--- config.mk ---
export PLATFORM = sky130hd
export DESIGN_NAME = wdog_two_stage
export DESIGN_NICKNAME = d
export VERILOG_FILES = /design/src/rtl/wdog_two_stage.sv
export SDC_FILE = /design/constraint.sdc
export NUM_CORES = 1
export LEC_CHECK = 0
export BUFFER_PORTS_ARGS = -buffer_cell sky130_fd_sc_hd__buf_2
export CORE_ASPECT_RATIO = 0.7
export CORE_MARGIN = 4
export CORE_UTILIZATION = 50
export DETAILED_ROUTE_END_ITERATION = 12
export PLACE_DENSITY = 0.71
export REMOVE_ABC_BUFFERS = 1
export SLEW_MARGIN = 20
export SYNTH_ARGS = -nofsm -noshare
export SYNTH_HDL_FRONTEND = slang
export SYNTH_SLANG_ARGS = --single-unit
--- constraint.sdc ---
create_clock -name clk -period 5.9 [get_ports clk]
set_input_delay 0.59 -clock clk [delete_from_list [all_inputs] [get_ports clk]]
set_output_delay 0.59 -clock clk [all_outputs]
set_load 0.02 [all_outputs]
--- src/rtl/wdog_two_stage.sv ---
module wdog_two_stage #(
  parameter int          ADDR_W   = 12,
  parameter logic [31:0] IFACE_ID = 32'h0001_043B,
  parameter logic [31:0] PART_ID  = 32'h5D0A_0001
) (
  input  logic              clk,
  input  logic              rst_n,
  input  logic              por_n,
  input  logic [63:0]       sys_cnt,
  input  logic              bus_req,
  input  logic              bus_wr,
  input  logic              bus_frame,
  input  logic [ADDR_W-1:0] bus_addr,
  input  logic [31:0]       bus_wdata,
  output logic [31:0]       bus_rdata,
  output logic              irq_o,
  output logic              rst_o
);
  localparam logic [ADDR_W-1:0] OFS_CS    = ADDR_W'('h000);
  localparam logic [ADDR_W-1:0] OFS_PER   = ADDR_W'('h008);
  localparam logic [ADDR_W-1:0] OFS_DL_LO = ADDR_W'('h010);
  localparam logic [ADDR_W-1:0] OFS_DL_HI = ADDR_W'('h014);
  localparam logic [ADDR_W-1:0] OFS_IFID  = ADDR_W'('hFCC);
  localparam logic [ADDR_W-1:0] OFS_PID   = ADDR_W'('hFD0);

  logic        en_q, st1_q, st2_q;
  logic [31:0] period_q;
  logic [63:0] deadline_q;

  wire wr     = bus_req & bus_wr;
  wire hit_cs = wr & ~bus_frame & (bus_addr == OFS_CS);
  wire hit_pr = wr & ~bus_frame & (bus_addr == OFS_PER);
  wire hit_lo = wr & ~bus_frame & (bus_addr == OFS_DL_LO);
  wire hit_hi = wr & ~bus_frame & (bus_addr == OFS_DL_HI);
  wire hit_rf = wr &  bus_frame & (bus_addr == OFS_CS);
  wire dl_wr  = hit_lo | hit_hi;
  wire kick   = hit_rf | hit_cs | (hit_pr & en_q);

  wire [31:0] next_period = hit_pr ? bus_wdata : period_q;
  wire [63:0] reload      = sys_cnt + {32'b0, next_period};
  wire        expired     = en_q & (sys_cnt > deadline_q);
  wire        all_rst_n   = rst_n & por_n;

  always_ff @(posedge clk or negedge all_rst_n) begin
    if (!all_rst_n) begin
      en_q       <= 1'b0;
      st1_q      <= 1'b0;
      period_q   <= '0;
      deadline_q <= '0;
    end else begin
      if (hit_cs) en_q <= bus_wdata[0];
      if (hit_pr) period_q <= bus_wdata;
      if (kick) begin
        deadline_q <= reload;
        st1_q      <= 1'b0;
      end else if (dl_wr) begin
        if (hit_lo) deadline_q[31:0]  <= bus_wdata;
        if (hit_hi) deadline_q[63:32] <= bus_wdata;
      end else if (expired && !st1_q) begin
        st1_q      <= 1'b1;
        deadline_q <= reload;
      end
    end
  end

  always_ff @(posedge clk or negedge por_n) begin
    if (!por_n)                           st2_q <= 1'b0;
    else if (kick)                        st2_q <= 1'b0;
    else if (!dl_wr && expired && st1_q)  st2_q <= 1'b1;
  end

  assign irq_o = st1_q & en_q;
  assign rst_o = st2_q & en_q;

  always_comb begin
    bus_rdata = '0;
    if (!bus_frame) begin
      unique case (bus_addr)
        OFS_CS:    bus_rdata = {29'b0, st2_q, st1_q, en_q};
        OFS_PER:   bus_rdata = period_q;
        OFS_DL_LO: bus_rdata = deadline_q[31:0];
        OFS_DL_HI: bus_rdata = deadline_q[63:32];
        OFS_IFID:  bus_rdata = IFACE_ID;
        OFS_PID:   bus_rdata = PART_ID;
        default:   bus_rdata = '0;
      endcase
    end
  end

  a_r2_enable_follows: assert property (@(posedge clk) disable iff (!all_rst_n)
    hit_cs |=> en_q == $past(bus_wdata[0]));
  a_r3_refresh_reload: assert property (@(posedge clk) disable iff (!all_rst_n)
    (hit_rf && !hit_pr) |=> (!st1_q && !st2_q &&
      deadline_q == $past(sys_cnt) + {32'b0, $past(period_q)}));
  a_r6_first_stage: assert property (@(posedge clk) disable iff (!all_rst_n)
    (en_q && !st1_q && sys_cnt > deadline_q && !bus_req) |=> irq_o);
  a_r7_second_stage: assert property (@(posedge clk) disable iff (!all_rst_n)
    (en_q && st1_q && sys_cnt > deadline_q && !bus_req) |=> rst_o);
  a_r8_idle_hold: assert property (@(posedge clk) disable iff (!all_rst_n)
    (!en_q && !bus_req) |=> ($stable(st1_q) && !irq_o && !rst_o));
endmodule

==> After elaboration in Yosys (flattened, before gate mapping) <==
Cells that the tools add are included.
{ "word_totals": {"regBits": 99, "out_inout_bits": 34} }
{ "op_classes": {"add_sub_neg": 1, "order_cmp": 1, "eq_ne": 8, "muxes": 13, "bitwise_logic": 17, "reduce_logical": 12} }
{ "op_table": {"columns": ["cell", "count"], "rows": [
  ["64-bit two-way mux", 3],
  ["32-bit one-hot mux with 6 select lines", 1],
  ["32-bit two-way mux", 4],
  ["64-bit by 32-bit adder with 64-bit output", 1],
  ["64-bit > comparator", 1],
  ["12-bit equality test (second input constant)", 2],
  ["12-bit by 5-bit equality test with 1-bit output (second input constant)", 2],
  ["1-bit bitwise AND", 13],
  ["12-bit by 4-bit equality test with 1-bit output (second input constant)", 1],
  ["12-bit logical NOT", 1],
  ["3-bit by 2-bit != test with 1-bit output (second input constant)", 2],
  ["2-bit AND reduction", 3],
  ["1-bit two-way mux", 5],
  ["2-bit nonzero test", 2],
  ["1-bit logical AND", 3],
  ["1-bit OR", 3],
  ["3-bit nonzero test", 1],
  ["1-bit logical NOT", 2],
  ["2-bit by 1-bit != test with 1-bit output (second input constant)", 1],
  ["1-bit inverter", 1]
]} }

==> Logic depth before layout (Yosys ltp) <==
Gate-level depths: netlist (run 1).
{ "logic_depth": {"word_depth": 9, "mapped_depth": 19, "mapped_depth_nobuf": 17} }

==> Worst setup path before layout (run 1) <==
No wires, ideal clock.
{ "synth_path": {"path_type": "input port to flip-flop", "from": "input bus_addr[1]", "to": "register deadline_q[60]", "setup_time_ps": 123, "arrival_time_ps": 4666, "setup_slack_ps": 1112, "stages": 19, "n_path_buf": 2, "cell_sequence": "nor4_1 -> nand2_1 -> nor3b_2 -> and2_1 -> clkbuf_1 -> clkbuf_1 -> mux2_2 -> ha_1 -> inv_1 -> fa_1 -> nand2b_1 -> a21oi_1 -> o211ai_1 -> a21oi_1 -> o2111ai_2 -> a21oi_1 -> nand4_1 -> xnor2_1 -> o221a_2"} }
{ "synth_via": {"elab_chain_cells": 7, "word_cells_on_any_way": 21, "classes_between": "add/sub (1); eq/ne (4); mux (4); bitwise (9); reduce/logical (3)"} }
{ "synth_lines": {"columns": ["item", "line", "rtl"], "rows": [
  ["from (decl)", "13", "input logic [ADDR_W-1:0] bus_addr,"],
  ["12-bit by 4-bit equality test with 1-bit output (*)", "32", "wire hit_pr = wr & ~bus_frame & (bus_addr == OFS_PER);"],
  ["1-bit bitwise AND (*)", "32", null],
  ["32-bit two-way mux (*)", null, null],
  ["via next_period[0]", "39", "wire [31:0] next_period = hit_pr ? bus_wdata : period_q;"],
  ["64-bit by 32-bit adder with 64-bit output (*)", "40", "wire [63:0] reload = sys_cnt + {32'b0, next_period};"],
  ["64-bit two-way mux", "59", "end else if (expired && !st1_q) begin"],
  ["64-bit two-way mux", "56", "end else if (dl_wr) begin"],
  ["64-bit two-way mux (*)", "53", "if (kick) begin"],
  ["to (signal assigned)", "54", "deadline_q <= reload;"],
  ["to (signal assigned)", "58", "if (hit_hi) deadline_q[63:32] <= bus_wdata;"],
  ["to (signal assigned)", "61", "deadline_q <= reload;"],
  ["to (decl)", "28", "logic [63:0] deadline_q;"]
]} }
The timed path passes the listed nets; every way through them passes the cells marked *. The select of a mux whose other input is x is not followed.
A chain may end at the register's enable or synchronous reset.

==> Worst setup path in the final report (run 1) <==
{ "layout_path": {"from": "input bus_addr[1]", "to": "register deadline_q[30]"} }
The elaborated chain is that of the path after synthesis.

==> results of run 1 <==
## layer usage
layer	share of wire [%]	wire [um]	track usage, %	vias up
met3	12	3560	6.20	40
met1	46	13700	46.0	4224
met4	1.5	449	6.49	2
met5	0.030	9	0	-
met2	40	11900	40.6	535
li1	-	-	-	4150
## cell usage after synthesis (all sizes together) (7+ instances only)
library cell,number,area [um^2]
a211oi,8,60.1
a21o,20,150
a21oi,114,582
a222oi,19,190
a22oi,16,120
a31oi,8,50.1
and2,8,50.1
and3,12,75.1
buf,9,43.8
clkbuf,34,128
dfrtp,99,2480
ha,97,1210
inv,77,289
mux2,54,608
nand2,107,404
nand3,16,80.1
nand4,25,156
nor2,75,282
nor2b,7,43.8
nor3,16,90.1
o211ai,12,95.1
o21a,8,60.1
o21ai,77,389
o221ai,13,114
xnor2,30,263
xor2,27,236
## registers in the layout, indices dropped and copies added, names as in the netlist
signal,flops
st2_q,1
st1_q,1
period_q,32
deadline_q,64
en_q,1
## what timing repair did
| action | 4_1_cts | 5_1_grt |
|---|---|---|
| hold buffers | 1 | 0 |
| endpoints found under the hold margin | 1 | 0 |
| gates resized for setup | 0 | 0 |
## area by class of cell
| class | count | share of cell area [%] |
|---|---|---|
| Clock buffer | 10 | 2.34 |
| Clock inverter | 6 | 1.10 |
| Inverter | 77 | 2.83 |
| Multi-Input combinational cell | 836 | 58.2 |
| Sequential cell | 99 | 24.3 |
| Tap cell | 231 | 2.83 |
| Timing Repair Buffer | 163 | 8.41 |
## power by group through the flow
| stage | clock network [mW] | logic [mW] | registers (mW) |
|---|---|---|---|
| final | 0.717 | 0.228 | 0.692 |
| after global routing | 0.743 | 0.254 | 0.693 |
| after CTS | 0.721 | 0.224 | 0.692 |
| after detailed placement | 0 | 0.222 | 0.705 |
| after global placement | 0 | 0.221 | 0.705 |
| after floorplan | 0 | 0.120 | 0.703 |
## cells in the final DEF (no fill, tap or decap), types with 4 or more instances in the layout
cell type	n
o31ai_1	4
o21a_1	8
a211o_1	4
mux2_1	21
o21ai_1	5
nor2b_1	7
inv_1	77
nor2_1	75
a211oi_1	8
a221oi_1	4
xnor2_1	30
ha_1	97
a22oi_1	16
nor4_1	5
a222oi_1	19
o221ai_1	13
nand3_1	16
buf_2	147
a21oi_1	113
o21ai_0	70
and3_1	12
xor2_1	27
nand2_1	106
and4_1	5
clkbuf_16	9
nand2b_1	5
nor3_1	13
a31oi_1	8
mux2_2	33
nand4_1	25
a21o_1	20
o211ai_1	11
buf_4	15
dfrtp_1	99
and2_1	7
## logic make-up (layout without fill, tap and decap cells)
| logic type | count (synthesis) | after routing | share of synthesized area, % |
|---|---|---|---|
| AO/OA/AOI/OAI | 333 | 333 | 24.5 |
| AND/OR/NAND/NOR | 294 | 294 | 15.8 |
| buffers and inverters | 120 | 256 | 5.21 |
| flip-flops | 99 | 99 | 28.0 |
| adder cells (fa/ha/maj) | 98 | 98 | 14.0 |
| XOR/XNOR | 57 | 57 | 5.65 |
| multiplexers | 54 | 54 | 6.88 |
## worst register-to-register path: stages, from the launching register on
cell,delay [ps]
dfrtp_1,370
inv_1,50
ha_1,290
a21oi_1,180
o21ai_0,140
a221oi_1,570
o211ai_2,180
a221oi_1,720
a2111oi_4,220
o21ai_4,190
buf_4,550
mux2_1,410
## per-stage QoR
| step | power, mW | TNS [ps] | setup slack [ps] | util [%] |
|---|---|---|---|---|
| after detailed placement | 0.927 | 0 | 659 | 57.0 |
| after global placement | 0.926 | 0 | 710 | 57.0 |
| after floorplan | 0.823 | -34890 | -691 | - |
| final | 1.64 | 0 | 929 | 59.1 |
| after global routing | 1.69 | 0 | 645 | 59.1 |
| after CTS | 1.64 | 0 | 1030 | 59.1 |
## worst paths after layout
kind,cells after the start,to,from,slack [ps]
min in group clk,2,period_q[8],bus_wdata[8],490
worst min register to register,1,deadline_q[0],deadline_q[0],520
worst max-delay path,17,deadline_q[30],bus_addr[1],930
max in group asynchronous,4,deadline_q[56],por_n,3710
worst max register to register,11,deadline_q[42],deadline_q[27],1920
worst min-delay path,2,period_q[27],rst_n,350
==> impl_metrics.toml, run 1 <==
[run_status]
status = "completed"

[power]
power.density_nw_per_um2 = 160
combinational_power_share_pct = 13.9
power.leakage_nw = 4.70
cell_internal_pwr_mw = 1.20
seq_power_share_pct = 42.3
power.share.clock_pct = 43.8
switching_share_pct = 26.6
switching_power_mw = 0.435
max-vdd-ir-drop_v = 0.000124

[timing]
clock-skew-final_ps = 11.2
timing_worst_slew_pin_value_ps = 821
finalSetupViolations = 0
finalCritPeriodShare_pct = 84.3
slew_headroom_pct = 45.3
final_max_slew_viol_count = 0
grt_setup_unrepaired = "no"
post_route_worst_hold_slack_ps = 347
timing.final.hold_violations = 0
post_layout_min_period_ps = 4970
clock.fmax_ghz = 0.201

[layout]
diodes = 0
post_route_cells_drive_above_1_share_pct = 19.2
num-fill-cells = 1588
design_area_um2 = 10200
area_used_by_sequential_logic_in_the_layout_um2 = 2480
multi_input_comb_area_um2 = 5940
area.growth.synth_to_final_pct = 15.5
layout.cells.non_filler = 1422
layout.nets = 1398

[floorplan]
die-area_um2 = 19900
row_count = 40
fp.dieH_um = 119
core_box_area_um2 = 17300
start_util_pct = 51.2
fp.dieW_um = 167
ioPinCount = 148

[worst_setup_path]
cp_cell_sequence = "buf_2, nor4_1, nand2_1, nor3b_4, and2_1, buf_4, mux2_2, ha_1, a211oi_1, nand2_1, o21ai_0, o221ai_1, a31oi_1, o21ai_0, xnor2_1, o21ai_0, mux2_1"
crit_path_end_kind = "register"
timing.critical_path.max_delay_family = "compound AO/OA/AOI/OAI gates"
cp_max_fo = 12
timing.critical_path.slowest_stage_cell = "a31oi_1"
critical_path_arrival_ps = 5220
critPathMostFrequentCell = "o21ai_0"
startpoint_kind_of_the_worst_setup_timing_path = "primary input"
path_class = "in2reg"
peak_per_stage_delay_on_the_critical_path_ps = 590
critPathRequiredTime_ps = 6150
path_buf_inv = 2

[clock_tree]
max-clock-path-buffers = 2
numClockSinks = 99
cts_tree = "built"
cts.clk_slew.worst_paths_ps = 70
clk_root_buf = "clkbuf_16"
h_tree_levels = 3
clk_latency_ps = 370
tritoncts.num_buffers = 9
post_cts.repair.setup_buffers = 0

[drt]
post_detailed_route_wirelength_per_cell_um = 20.9
wl_um = 29700
first_pass_iters = 9
drtAntennaViolNets = 0
post_detailed_route_drc_marker_count = 0
vias_per_cell = 6.29
vias = 8951
initialDrtViolationCount = 1123

[synth]
yosysWarnings = 0
post_synth.cell_area_avg_um2 = 8.37
synth_edf_count = 0
synth_seq_cells = 99
postSynth.asyncResetShare_pct = 100
post_synth_num_cell_types = 65
synth.yosys.seq_area_share_pct = 28.0
ys.flop_type = "dfrtp_1"
post_synth_inst_count = 1055
syn-cell-area_um2 = 8830

[global_routing]
grt-ovfl-total = 0
antenna_found_initial = 1
grt_resource_usage_total_pct = 29.2
global_route_wire_length_before_repair_um = 46200
grt_max_degree = 76
first_global_vias = 8298

[hold_path]
hp-class = "in2async"

[job]
timing.max_cap.violations = 0

[placed_design]
placedInstanceArea_um2 = 9840
final_weighted_congestion_of_routability_driven_global_placement = 0.975
place_hpwl_um = 22900
port_buffers = 147
placedCellCount = 1405
(Power assumes the default switching activity.)
==> inputs of run 2 (changes only) <==
ABC_AREA = 1   (was not set)
PLACE_DENSITY = 0.72   (was 0.71)
clock period = 4 ns   (was 5.9 ns; I/O delays follow)
==> run 2 against run 1 <==
  * Sequential share of layout area fell by 5.3 points
  * Non-clock buffer count rose by 44
  * Global-route usage rose by 8.9 points
  * Clock skew fell by 2.5 ps
  * Via count rose by 50%
  * Sequential cell count did not move
  * Critical path type unchanged
  * Highest routed layer unchanged
==> impl_metrics.toml, run 2 <==
[floorplan]
core_box_area_um2 = 22000
die-area_um2 = 25300
fp.dieW_um = 188
fp.dieH_um = 134
start_util_pct = 51.7
row_count = 45
ioPinCount = 148

[clock_tree]
h_tree_levels = 3
clk_root_buf = "clkbuf_16"
cts_tree = "built"
max-clock-path-buffers = 2
clk_latency_ps = 370
tritoncts.num_buffers = 9
numClockSinks = 99
post_cts.repair.setup_buffers = 0
cts.clk_slew.worst_paths_ps = 80

[timing]
timing.final.hold_violations = 0
finalSetupViolations = 0
timing.setup.tns_ps = 0
clock.fmax_ghz = 0.259
finalCritPeriodShare_pct = 96.4
fin_ws_ps = 145
post_layout_min_period_ps = 3860
slew_headroom_pct = 30.9
grt_setup_unrepaired = "no"
timing_worst_slew_pin_value_ps = 1040
final_max_slew_viol_count = 0
clock-skew-final_ps = 8.75

[worst_setup_path]
worstSetupStartpoint = "bus_addr[10]"
cp_max_fo = 5
startpoint_kind_of_the_worst_setup_timing_path = "primary input"
critical_path.reg2reg.startpoint = "deadline_q[23]"
reg2regPathDepth = 15
worst_setup_path_endpoint = "deadline_q[40]"
peak_per_stage_delay_on_the_critical_path_ps = 400
critPathRequiredTime_ps = 4260
critPathMostFrequentCell = "nand2_1"
path_class = "in2reg"
crit-reg2reg-capture = "deadline_q[20]"
reg2reg_setup_slack_ps = 680
crit_path_end_kind = "register"
timing.critical_path.slowest_stage_cell = "fa_1"
critical_path_arrival_ps = 4110

[synth]
synth.yosys.seq_area_share_pct = 21.8
syn-cell-area_um2 = 11400
post_synth.cell_area_avg_um2 = 5.89
synth_edf_count = 0
post_synth_num_cell_types = 43
synth_largest_area_cell = "nand2_1"
postSynth.asyncResetShare_pct = 100
synth_most_common_cell = "nand2_1"
ys.flop_type = "dfrtp_1"
ys_top_cells_by_area = "nand2_1 25%, dfrtp_1 22%, ha_1 11%"
post_synth_inst_count = 1935
synth.top_cell.area_share_pct = 24.9
synth_seq_cells = 99
yosysWarnings = 0
synth.cells.most_frequent = "754 x nand2_1, 323 x inv_1, 159 x nand3_1"

[placed_design]
placedInstanceArea_um2 = 12700
place_hpwl_um = 40400
port_buffers = 147
dp_worst_setup_slack_ps = -85.5
final_weighted_congestion_of_routability_driven_global_placement = 1.01

[drt]
vias = 13500
met1_length_um = 20800
post_detailed_route_wirelength_per_cell_um = 20.5
initialDrtViolationCount = 1425
vias_per_cell = 5.56
met3RoutedLength_um = 6700
dr_wl_met2_um = 20400
first_pass_iters = 8
wl_um = 49600
drtAntennaViolNets = 0
top_signal_layer_used = "met5"
post_detailed_route_drc_marker_count = 0

[layout]
layout.nets = 2321
top_library_cells_by_usage_in_the_layout_fill_and_taps_aside = "753 x nand2_1, 322 x inv_1, 159 x nand3_1"
num-fill-cells = 2204
area.growth.synth_to_final_pct = 14.5
multi_input_comb_area_um2 = 7420
layout.cells.most_common = "nand2_1"
design_area_um2 = 13000
biggestRegsByFlops = "deadline_q (64), period_q (32)"
area_used_by_sequential_logic_in_the_layout_um2 = 2480
largest_register_ffs = 64
largest_register = "deadline_q"
post_route_cells_drive_above_1_share_pct = 12.9
diodes = 0

[run_status]
status = "completed"

[power]
max-vdd-ir-drop_v = 0.000214
power.density_nw_per_um2 = 192
power.leakage_nw = 7.50

[global_routing]
grt-ovfl-total = 0
first_global_vias = 12700
grt_max_degree = 46
global_route_wire_length_before_repair_um = 73400
grt_resource_usage_total_pct = 38.2
antenna_found_initial = 1

[hold_path]
hp-class = "in2async"

[job]
timing.max_cap.violations = 0
==> run 2: changes by cell type after synthesis, sizes merged, moves of 13 or more <==
cell | before | now
o22ai | 3 | 16
a21o | 20 | 1
a21oi | 114 | 79
buf | 9 | 26
nor2 | 75 | 158
nand3 | 16 | 160
a22oi | 16 | 0
nand2 | 107 | 757
inv | 77 | 330
clkbuf | 34 | 18
mux2 | 54 | 20
o21ai | 77 | 46
xor2 | 27 | 4
a222oi | 19 | 0
==> run 2: power breakdown <==
| part | internal (mW) | switching (mW) | total, mW |
|---|---|---|---|
| sequential | 1.00 | 0.00241 | 1.01 |
| combinational | 0.170 | 0.334 | 0.504 |
| clock | 0.561 | 0.435 | 0.996 |
| total | 1.73 | 0.771 | 2.51 |
==> run 2: kinds of logic after synthesis <==
family / count (synthesis) / share of synthesized area, %
XOR/XNOR: 27 / 2.08
flip-flops: 99 / 21.8
multiplexers: 20 / 1.98
adder cells (fa/ha/maj): 98 / 10.8
AND/OR/NAND/NOR: 1146 / 41.6
buffers and inverters: 374 / 13.2
AO/OA/AOI/OAI: 171 / 8.65
==> run 2: repair_timing <==
item	CTS	global route
gates resized for setup	0	0
hold buffers	1	0
endpoints found under the hold margin	1	0
==> run 2: routing by layer <==
layer / track usage [%] / vias to the layer above
met5: 0 / -
met4: 12.7 / 4
met3: 14.3 / 103
met2: 56.6 / 774
met1: 51.6 / 6147
li1: - / 6422
==> run 2: worst min-delay path by stage <==
stage / endpoint / startpoint / depth (start not counted)
after floorplan: st2_q / por_n / 0
after global placement: st2_q / por_n / 1
after detailed placement: st2_q / por_n / 1
after CTS: deadline_q[63] / rst_n / 3
after global routing: deadline_q[63] / rst_n / 3
final: deadline_q[63] / rst_n / 3
==> run 2: final cells by class <==
class | instances | area share, %
flip-flops and latches | 99 | 19.0
inverters | 330 | 9.52
clock buffers | 10 | 1.83
well taps | 305 | 2.93
clock inverters | 4 | 0.585
repair buffers | 207 | 9.21
multi-input cells | 1462 | 56.9
==> run 2: per-stage QoR <==
step | hold WS, ps | total power [mW] | cells | util (%)
finish | 24.0 | 2.51 | 2417 | 59.2
global route | 39.2 | 2.60 | 2417 | 59.2
CTS | 12.6 | 2.49 | 2417 | 59.2
detailed placement | 190 | 1.51 | 2402 | 57.7
global placement | 189 | 1.50 | 2402 | 57.7
floorplan | 104 | 1.29 | 1891 | -
==> run 2: worst max-delay path: cells and delay by family <==
family | cells | cell delay (ps)
and+or+nand+nor | 18 | 2170
AOI/OAI and AO/OA | 1 | 350
buffers and inverters | 6 | 500
adders and majority gates | 2 | 680
